==> config.mk <==
export PLATFORM = sky130hd
export DESIGN_NAME = sram_async_ctrl
export DESIGN_NICKNAME = d
export VERILOG_FILES = /design/src/rtl/sram_ctrl_pkg.sv /design/src/rtl/sram_phase_timer.sv /design/src/rtl/sram_rd_capture.sv /design/src/rtl/sram_async_ctrl.sv
export SDC_FILE = /design/constraint.sdc
export NUM_CORES = 1
export LEC_CHECK = 0
export CAP_MARGIN = 20
export CORE_ASPECT_RATIO = 1.1
export CORE_MARGIN = 3
export CORE_UTILIZATION = 43
export CTS_CLUSTER_DIAMETER = 60
export DETAILED_ROUTE_END_ITERATION = 7
export PLACE_DENSITY = 0.79
export SLEW_MARGIN = 20
export SYNTH_ARGS = -nofsm -noshare
export SYNTH_HDL_FRONTEND = slang
export SYNTH_HIERARCHICAL = 1
export SYNTH_SLANG_ARGS = --single-unit
==> constraint.sdc <==
create_clock -name clk -period 2.05 [get_ports clk]
set_clock_uncertainty 0.15 [all_clocks]
set_input_delay 0.41 -clock clk [delete_from_list [all_inputs] [get_ports clk]]
set_output_delay 0.41 -clock clk [all_outputs]
set_load 0.01 [all_outputs]
==> src/rtl/sram_ctrl_pkg.sv <==
package sram_ctrl_pkg;

    typedef enum logic [2:0] {
        S_IDLE,
        S_RD_ACCESS,
        S_WR_ARM,
        S_WR_RELEASE,
        S_WR_DRIVE,
        S_WR_CLOSE
    } phase_e;

    typedef struct packed {
        logic ce1_n;
        logic ce2;
        logic we_n;
        logic oe_n;
        logic drv;
    } pins_t;

    // Round a time up to whole clocks, never below one cycle.
    function automatic int clocks_for(input int t_ps, input int clk_ps);
        int c;
        c = (t_ps + clk_ps - 1) / clk_ps;
        if (c < 1) c = 1;
        return c;
    endfunction

    function automatic int max_of(input int a, input int b);
        return (a > b) ? a : b;
    endfunction

    // Memory-side strobe levels held during each phase.
    function automatic pins_t pins_for(input phase_e p);
        pins_t v;
        v = '{ce1_n: 1'b1, ce2: 1'b0, we_n: 1'b1, oe_n: 1'b1, drv: 1'b0};
        unique case (p)
            S_IDLE:       v = '{ce1_n: 1'b1, ce2: 1'b0, we_n: 1'b1, oe_n: 1'b1, drv: 1'b0};
            S_RD_ACCESS:  v = '{ce1_n: 1'b0, ce2: 1'b1, we_n: 1'b1, oe_n: 1'b0, drv: 1'b0};
            S_WR_ARM:     v = '{ce1_n: 1'b0, ce2: 1'b1, we_n: 1'b1, oe_n: 1'b1, drv: 1'b0};
            S_WR_RELEASE: v = '{ce1_n: 1'b0, ce2: 1'b1, we_n: 1'b0, oe_n: 1'b1, drv: 1'b0};
            S_WR_DRIVE:   v = '{ce1_n: 1'b0, ce2: 1'b1, we_n: 1'b0, oe_n: 1'b1, drv: 1'b1};
            S_WR_CLOSE:   v = '{ce1_n: 1'b0, ce2: 1'b1, we_n: 1'b1, oe_n: 1'b1, drv: 1'b1};
            default:      v = '{ce1_n: 1'b1, ce2: 1'b0, we_n: 1'b1, oe_n: 1'b1, drv: 1'b0};
        endcase
        return v;
    endfunction

endpackage

==> src/rtl/sram_phase_timer.sv <==
module sram_phase_timer #(
    parameter int CNT_W = 4
) (
    input  logic             clk,
    input  logic             rst_n,
    input  logic             load,
    input  logic [CNT_W-1:0] load_val,
    output logic             done
);

    logic [CNT_W-1:0] cnt_d, cnt_q;

    always_comb begin
        cnt_d = cnt_q;
        if (load) begin
            cnt_d = load_val;
        end else if (cnt_q != '0) begin
            cnt_d = cnt_q - 1'b1;
        end
    end

    always_ff @(posedge clk or negedge rst_n) begin
        if (!rst_n) cnt_q <= '0;
        else        cnt_q <= cnt_d;
    end

    assign done = (cnt_q == '0);

    // A freshly loaded count drains by exactly one per cycle.
    a_r5_timer_drains: assert property (@(posedge clk) disable iff (!rst_n)
        (!load && cnt_q != '0) |=> (cnt_q == $past(cnt_q) - 1'b1));

endmodule

==> src/rtl/sram_rd_capture.sv <==
module sram_rd_capture #(
    parameter int DATA_W = 8
) (
    input  logic              clk,
    input  logic              rst_n,
    input  logic              sample,
    input  logic [DATA_W-1:0] bus_in,
    output logic [DATA_W-1:0] rd_data,
    output logic              rd_valid
);

    typedef struct packed {
        logic [DATA_W-1:0] data;
        logic              valid;
    } cap_t;

    cap_t cap_d, cap_q;

    always_comb begin
        cap_d       = cap_q;
        cap_d.valid = sample;
        if (sample) cap_d.data = bus_in;
    end

    always_ff @(posedge clk or negedge rst_n) begin
        if (!rst_n) cap_q <= '0;
        else        cap_q <= cap_d;
    end

    assign rd_data  = cap_q.data;
    assign rd_valid = cap_q.valid;

    a_r3_single_strobe: assert property (@(posedge clk) disable iff (!rst_n)
        rd_valid |-> !$past(rd_valid));

endmodule

==> src/rtl/sram_async_ctrl.sv <==
module sram_async_ctrl
    import sram_ctrl_pkg::*;
#(
    parameter int ADDR_W     = 13,
    parameter int DATA_W     = 8,
    parameter int CLK_PS     = 10000,
    parameter int T_AA_PS    = 10000,
    parameter int T_WC_PS    = 10000,
    parameter int T_SCE_PS   = 8000,
    parameter int T_AW_PS    = 7000,
    parameter int T_PWE_PS   = 7000,
    parameter int T_SD_PS    = 6000,
    parameter int T_HZWE_PS  = 6000
) (
    input  logic              clk,
    input  logic              rst_n,
    input  logic              req_valid,
    output logic              req_ready,
    input  logic              req_write,
    input  logic [ADDR_W-1:0] req_addr,
    input  logic [DATA_W-1:0] req_wdata,
    output logic              rd_valid,
    output logic [DATA_W-1:0] rd_data,
    output logic [ADDR_W-1:0] sram_addr,
    output logic              sram_ce1_n,
    output logic              sram_ce2,
    output logic              sram_we_n,
    output logic              sram_oe_n,
    output logic [DATA_W-1:0] sram_dq_out,
    output logic              sram_dq_oe,
    input  logic [DATA_W-1:0] sram_dq_in
);

    // Phase lengths in clocks, derived from the analogue minimums.
    localparam int ARM_CYC = 1;
    localparam int AA_CYC  = clocks_for(T_AA_PS, CLK_PS);
    localparam int HZ_CYC  = clocks_for(T_HZWE_PS, CLK_PS);
    localparam int SD_CYC  = clocks_for(T_SD_PS, CLK_PS);
    localparam int PWE_CYC = clocks_for(T_PWE_PS, CLK_PS);
    localparam int AW_CYC  = clocks_for(T_AW_PS, CLK_PS);
    localparam int SCE_CYC = clocks_for(T_SCE_PS, CLK_PS);
    localparam int WC_CYC  = clocks_for(T_WC_PS, CLK_PS);
    localparam int DRV_CYC = max_of(max_of(SD_CYC, PWE_CYC - HZ_CYC),
                                    max_of(max_of(AW_CYC, SCE_CYC) - ARM_CYC - HZ_CYC, 1));
    localparam int END_CYC = max_of(1, WC_CYC - ARM_CYC - HZ_CYC - DRV_CYC);
    localparam int MAX_CYC = max_of(max_of(HZ_CYC, DRV_CYC), max_of(END_CYC, AA_CYC));
    localparam int CNT_W   = $clog2(MAX_CYC + 1);

    typedef logic [CNT_W-1:0] cnt_t;

    typedef struct packed {
        phase_e            phase;
        logic [ADDR_W-1:0] addr;
        logic [DATA_W-1:0] wdata;
        pins_t             pins;
    } ctrl_t;

    ctrl_t st_d, st_q;
    logic  tmr_load;
    cnt_t  tmr_val;
    logic  tmr_done;
    logic  rd_sample;

    always_comb begin
        st_d      = st_q;
        tmr_load  = 1'b0;
        tmr_val   = '0;
        rd_sample = 1'b0;
        unique case (st_q.phase)
            S_IDLE: begin
                if (req_valid) begin
                    st_d.addr = req_addr;
                    tmr_load  = 1'b1;
                    if (req_write) begin
                        st_d.wdata = req_wdata;
                        st_d.phase = S_WR_ARM;
                        tmr_val    = cnt_t'(ARM_CYC - 1);
                    end else begin
                        st_d.phase = S_RD_ACCESS;
                        tmr_val    = cnt_t'(AA_CYC - 1);
                    end
                end
            end
            S_RD_ACCESS: begin
                if (tmr_done) begin
                    rd_sample  = 1'b1;
                    st_d.phase = S_IDLE;
                end
            end
            S_WR_ARM: begin
                if (tmr_done) begin
                    st_d.phase = S_WR_RELEASE;
                    tmr_load   = 1'b1;
                    tmr_val    = cnt_t'(HZ_CYC - 1);
                end
            end
            S_WR_RELEASE: begin
                if (tmr_done) begin
                    st_d.phase = S_WR_DRIVE;
                    tmr_load   = 1'b1;
                    tmr_val    = cnt_t'(DRV_CYC - 1);
                end
            end
            S_WR_DRIVE: begin
                if (tmr_done) begin
                    st_d.phase = S_WR_CLOSE;
                    tmr_load   = 1'b1;
                    tmr_val    = cnt_t'(END_CYC - 1);
                end
            end
            S_WR_CLOSE: begin
                if (tmr_done) st_d.phase = S_IDLE;
            end
            default: st_d.phase = S_IDLE;
        endcase
        st_d.pins = pins_for(st_d.phase);
    end

    always_ff @(posedge clk or negedge rst_n) begin
        if (!rst_n) begin
            st_q.phase <= S_IDLE;
            st_q.addr  <= '0;
            st_q.wdata <= '0;
            st_q.pins  <= pins_for(S_IDLE);
        end else begin
            st_q <= st_d;
        end
    end

    sram_phase_timer #(.CNT_W(CNT_W)) u_timer (
        .clk      (clk),
        .rst_n    (rst_n),
        .load     (tmr_load),
        .load_val (tmr_val),
        .done     (tmr_done)
    );

    sram_rd_capture #(.DATA_W(DATA_W)) u_capture (
        .clk      (clk),
        .rst_n    (rst_n),
        .sample   (rd_sample),
        .bus_in   (sram_dq_in),
        .rd_data  (rd_data),
        .rd_valid (rd_valid)
    );

    assign req_ready   = (st_q.phase == S_IDLE);
    assign sram_addr   = st_q.addr;
    assign sram_dq_out = st_q.wdata;
    assign sram_ce1_n  = st_q.pins.ce1_n;
    assign sram_ce2    = st_q.pins.ce2;
    assign sram_we_n   = st_q.pins.we_n;
    assign sram_oe_n   = st_q.pins.oe_n;
    assign sram_dq_oe  = st_q.pins.drv;

    // Length of the current write-enable low pulse, for the width check.
    logic [CNT_W:0] we_lo_q;
    always_ff @(posedge clk or negedge rst_n) begin
        if (!rst_n)          we_lo_q <= '0;
        else if (!sram_we_n) we_lo_q <= we_lo_q + 1'b1;
        else                 we_lo_q <= '0;
    end

    a_r1_idle_quiet: assert property (@(posedge clk) disable iff (!rst_n)
        req_ready |-> (sram_ce1_n && !sram_ce2 && sram_we_n && sram_oe_n && !sram_dq_oe));

    a_r2_addr_held: assert property (@(posedge clk) disable iff (!rst_n)
        (!req_ready && $past(!req_ready)) |-> ($stable(sram_addr) && $stable(sram_dq_out)));

    a_r3_read_strobes: assert property (@(posedge clk) disable iff (!rst_n)
        !sram_oe_n |-> (!sram_ce1_n && sram_ce2 && sram_we_n));

    a_r5_drive_after_release: assert property (@(posedge clk) disable iff (!rst_n)
        $rose(sram_dq_oe) |-> (!sram_we_n && $past(!sram_we_n)));

    a_r6_pulse_width: assert property (@(posedge clk) disable iff (!rst_n)
        $rose(sram_we_n) |-> (we_lo_q >= (CNT_W+1)'(PWE_CYC)));

    a_r7_no_contention: assert property (@(posedge clk) disable iff (!rst_n)
        !sram_oe_n |-> !sram_dq_oe);

    a_r8_end_selected: assert property (@(posedge clk) disable iff (!rst_n)
        $rose(sram_we_n) |-> (!sram_ce1_n && sram_ce2));

    a_r9_valid_after_read: assert property (@(posedge clk) disable iff (!rst_n)
        rd_valid |-> $past(!sram_oe_n));

endmodule

==> impl_metrics.json <==
{
  "critPathTopFamily": "buffers and inverters",
  "arrival_ns": 1.33,
  "die-area_sq_mm": 0.00488,
  "busiest_layer": "met2",
  "r2r_slack_ns": 0.30,
  "tns_ns": 0,
  "cts_sinks": 39,
  "finalNetCount": 219,
  "firstDrtPassIters": 4,
  "fin_util": 0.662,
  "pwr-share-seq": 0.336,
  "clk_path_buf_depth": 2,
  "power.internal_mw": 2.82,
  "tritoncts": "yes",
  "fill_cells": 283,
  "drt-vias-per-instance": 4.71,
  "power_frac_comb": 0.507,
  "wl_per_cell_um": 14.9,
  "track_usage": 0.156,
  "placed_area_sq_mm": 0.00237,
  "finish.instance_area_sq_mm": 0.00250,
  "cts_root_buf": "clkbuf_8",
  "placed_cells": 228,
  "drv_cap": 0,
  "ir_worst_vdd_mv": 0.869,
  "drc": 0,
  "register_area_sq_um": 980,
  "status": "finished clean",
  "post-route-period-util": 0.921,
  "grt_pass1_wl_um": 5780,
  "drive_above_1_share": 0.283,
  "h-tree-depth": 2,
  "fin_ws_ns": 0.162,
  "fmax_mhz": 530,
  "leakagePower_nw": 1.08,
  "rsz0062_at_grt": "no",
  "switching_share": 0.305,
  "postSynthCellCount": 129,
  "worst-setup-path-type": "reg -> out",
  "final_cell_count_no_fill": 237,
  "place_hpwl_um": 2720,
  "ys_types": 28,
  "reg2reg_from": "st_q[28]$_DFF_PN0_",
  "required_ns": 1.49,
  "synthToLayoutAreaGrowth_pct": 42.4,
  "wl_um": 3540,
  "cp.buffers_inverters": 1,
  "num_vias": 1117,
  "layout_common_cells": "clkdlybuf4s50_1, dfrtp_1, mux2_2",
  "antenna_found_initial": 0,
  "gr-usage-met3": 0.0447,
  "grt_use_met2": 0.261,
  "grt_pass1_vias": 1206,
  "grt_max_degree": 38,
  "place_ws_ns": 0.0137,
  "final_common_cell": "clkdlybuf4s50_1",
  "setup_viol_count_final": 0,
  "r2r_end": "sram_addr[5]$_DFFE_PN0P_",
  "final_antenna_net_count": 0,
  "pwr-share-clk": 0.158,
  "reg2regPathDepth": 4,
  "startpoint": "sram_ce1_n$_DFF_PN1_",
  "syn_avg_cell_area_sq_um": 13.6,
  "cts_buffers": 5,
  "yosysSeqAreaShare": 0.558,
  "synthesis.area_sq_mm": 0.00175,
  "hp-class": "in -> async",
  "gp_congestion": 0.849,
  "synth_nets": 162,
  "cp-start-kind": "flip-flop",
  "io_buffer_count": 68,
  "core_area_sq_mm": 0.00377,
  "grt_overflow": 0,
  "drt_iter0_drc": 27,
  "power_mw": 4.06,
  "clk_pin_slew_ns": 0.08,
  "rows": 23,
  "ys_warn_count": 6,
  "crit_fanout": 1,
  "cpPeakStageDelay_ns": 0.53,
  "path_cells": "clkdlybuf4s50_1",
  "end_kind": "output port",
  "hold_viol": 0,
  "clock_latency_ns": 0.28,
  "netSwitchingPower_mw": 1.24,
  "period_needed_ns": 1.89,
  "die_h_um": 73.0,
  "grt_use_met1": 0.188,
  "multiInputGateArea_sq_um": 573,
  "die_width_um": 66.9,
  "maxSlewViolCount": 0,
  "whs_ns": 0.309,
  "cts_setup_buffers": 0,
  "ys_seq_elements": 39,
  "p_per_area_mw_per_mm2": 1630,
  "start_util": 0.465,
  "ios": 69,
  "crit_path_top_delay_cell": "clkdlybuf4s50_1",
  "n_antenna_cell": 0
}
kinds of logic after synthesis:
family,after synthesis,synth area share
other cells,1,0.00214
simple gates,19,0.0678
flops,39,0.558
buf+inv,28,0.118
mux,30,0.209
compound gates,12,0.0449
registers in the layout, summed over array words and instances, names as in the netlist:
signal              flops
u_timer/cnt_q           1
st_q                    3
sram_addr              13
sram_ce2                1
u_capture/rd_data       8
sram_ce1_n              1
u_capture/rd_valid      1
sram_we_n               1
sram_oe_n               1
sram_dq_oe              1
sram_dq_out             8
worst max-delay path by stage:
stage / endpoint / slack (ns) / depth (start not counted)
2_1_floorplan: u_capture/rd_data[0]$_DFFE_PN0P_ / 0.33 / 6
3_3_place_gp: sram_addr[0]$_DFFE_PN0P_ / 0.05 / 4
3_5_place_dp: sram_addr[5]$_DFFE_PN0P_ / 0.01 / 4
4_1_cts: req_ready / 0.001 / 2
6_report: sram_ce1_n / 0.16 / 1
5_1_grt: sram_we_n / 0.11 / 1
per-layer routing:
| metal | vias to the layer above | part of all wire |
|---|---|---|
| met2 | 52 | 0.48 |
| met1 | 528 | 0.42 |
| met5 | - | 0 |
| li1 | 529 | - |
| met4 | 0 | 0.019 |
| met3 | 8 | 0.084 |
worst reg2reg max path: stages, from the launching register on:
cell and delay, ns:
dfrtp_1 0.39, buf_4 0.19, nor4b_4 0.29, buf_4 0.26, mux2_2 0.36
area by class of cell:
class / instances / share of cell area
clock inverter: 2 / 0.0140
tap: 50 / 0.0251
inverter: 1 / 0.00150
sequential: 39 / 0.392
multi-input combinational: 62 / 0.229
clock buffer: 6 / 0.0331
timing repair buffer: 77 / 0.305
synthesized netlist by cell type:
library cell	count	share of area
dfrtp_1	36	0.51
buf_4	21	0.090
mux2_2	21	0.13
mux2_4	8	0.068
nand2_1	5	0.011
o21ai_0	4	0.011
a21oi_1	3	0.0086
buf_6	3	0.019
clkbuf_1	3	0.0064
dfstp_2	3	0.045
nor2_1	3	0.0064
nor3_1	3	0.0086
a21boi_0	1	0.0043
a221oi_1	1	0.0050
and2_1	1	0.0036
conb_1	1	0.0021
inv_1	1	0.0021
mux2i_1	1	0.0057
nand2_4	1	0.0064
nand2b_1	1	0.0036
nand3_1	1	0.0029
nand3b_1	1	0.0043
nor2b_1	1	0.0036
nor3b_1	1	0.0043
nor4b_4	1	0.014
o211a_1	1	0.0057
o21a_1	1	0.0043
o31a_2	1	0.0057
what timing repair did:
item	in CTS	in global routing
hold buffers	1	0
hold endpoints to repair	36	0
resized for setup	0	1
setup endpoints to repair	0	1
power groups by stage:
stage / clock, mW / combinational, mW / sequential [mW]
after floorplan: 0 / 1.31 / 1.42
after global placement: 0 / 2.01 / 1.36
after detailed placement: 0 / 2.07 / 1.38
after CTS: 0.661 / 2.08 / 1.36
after global routing: 0.692 / 2.20 / 1.41
final: 0.640 / 2.06 / 1.36
Note: power is estimated with default switching activity, not from simulation.
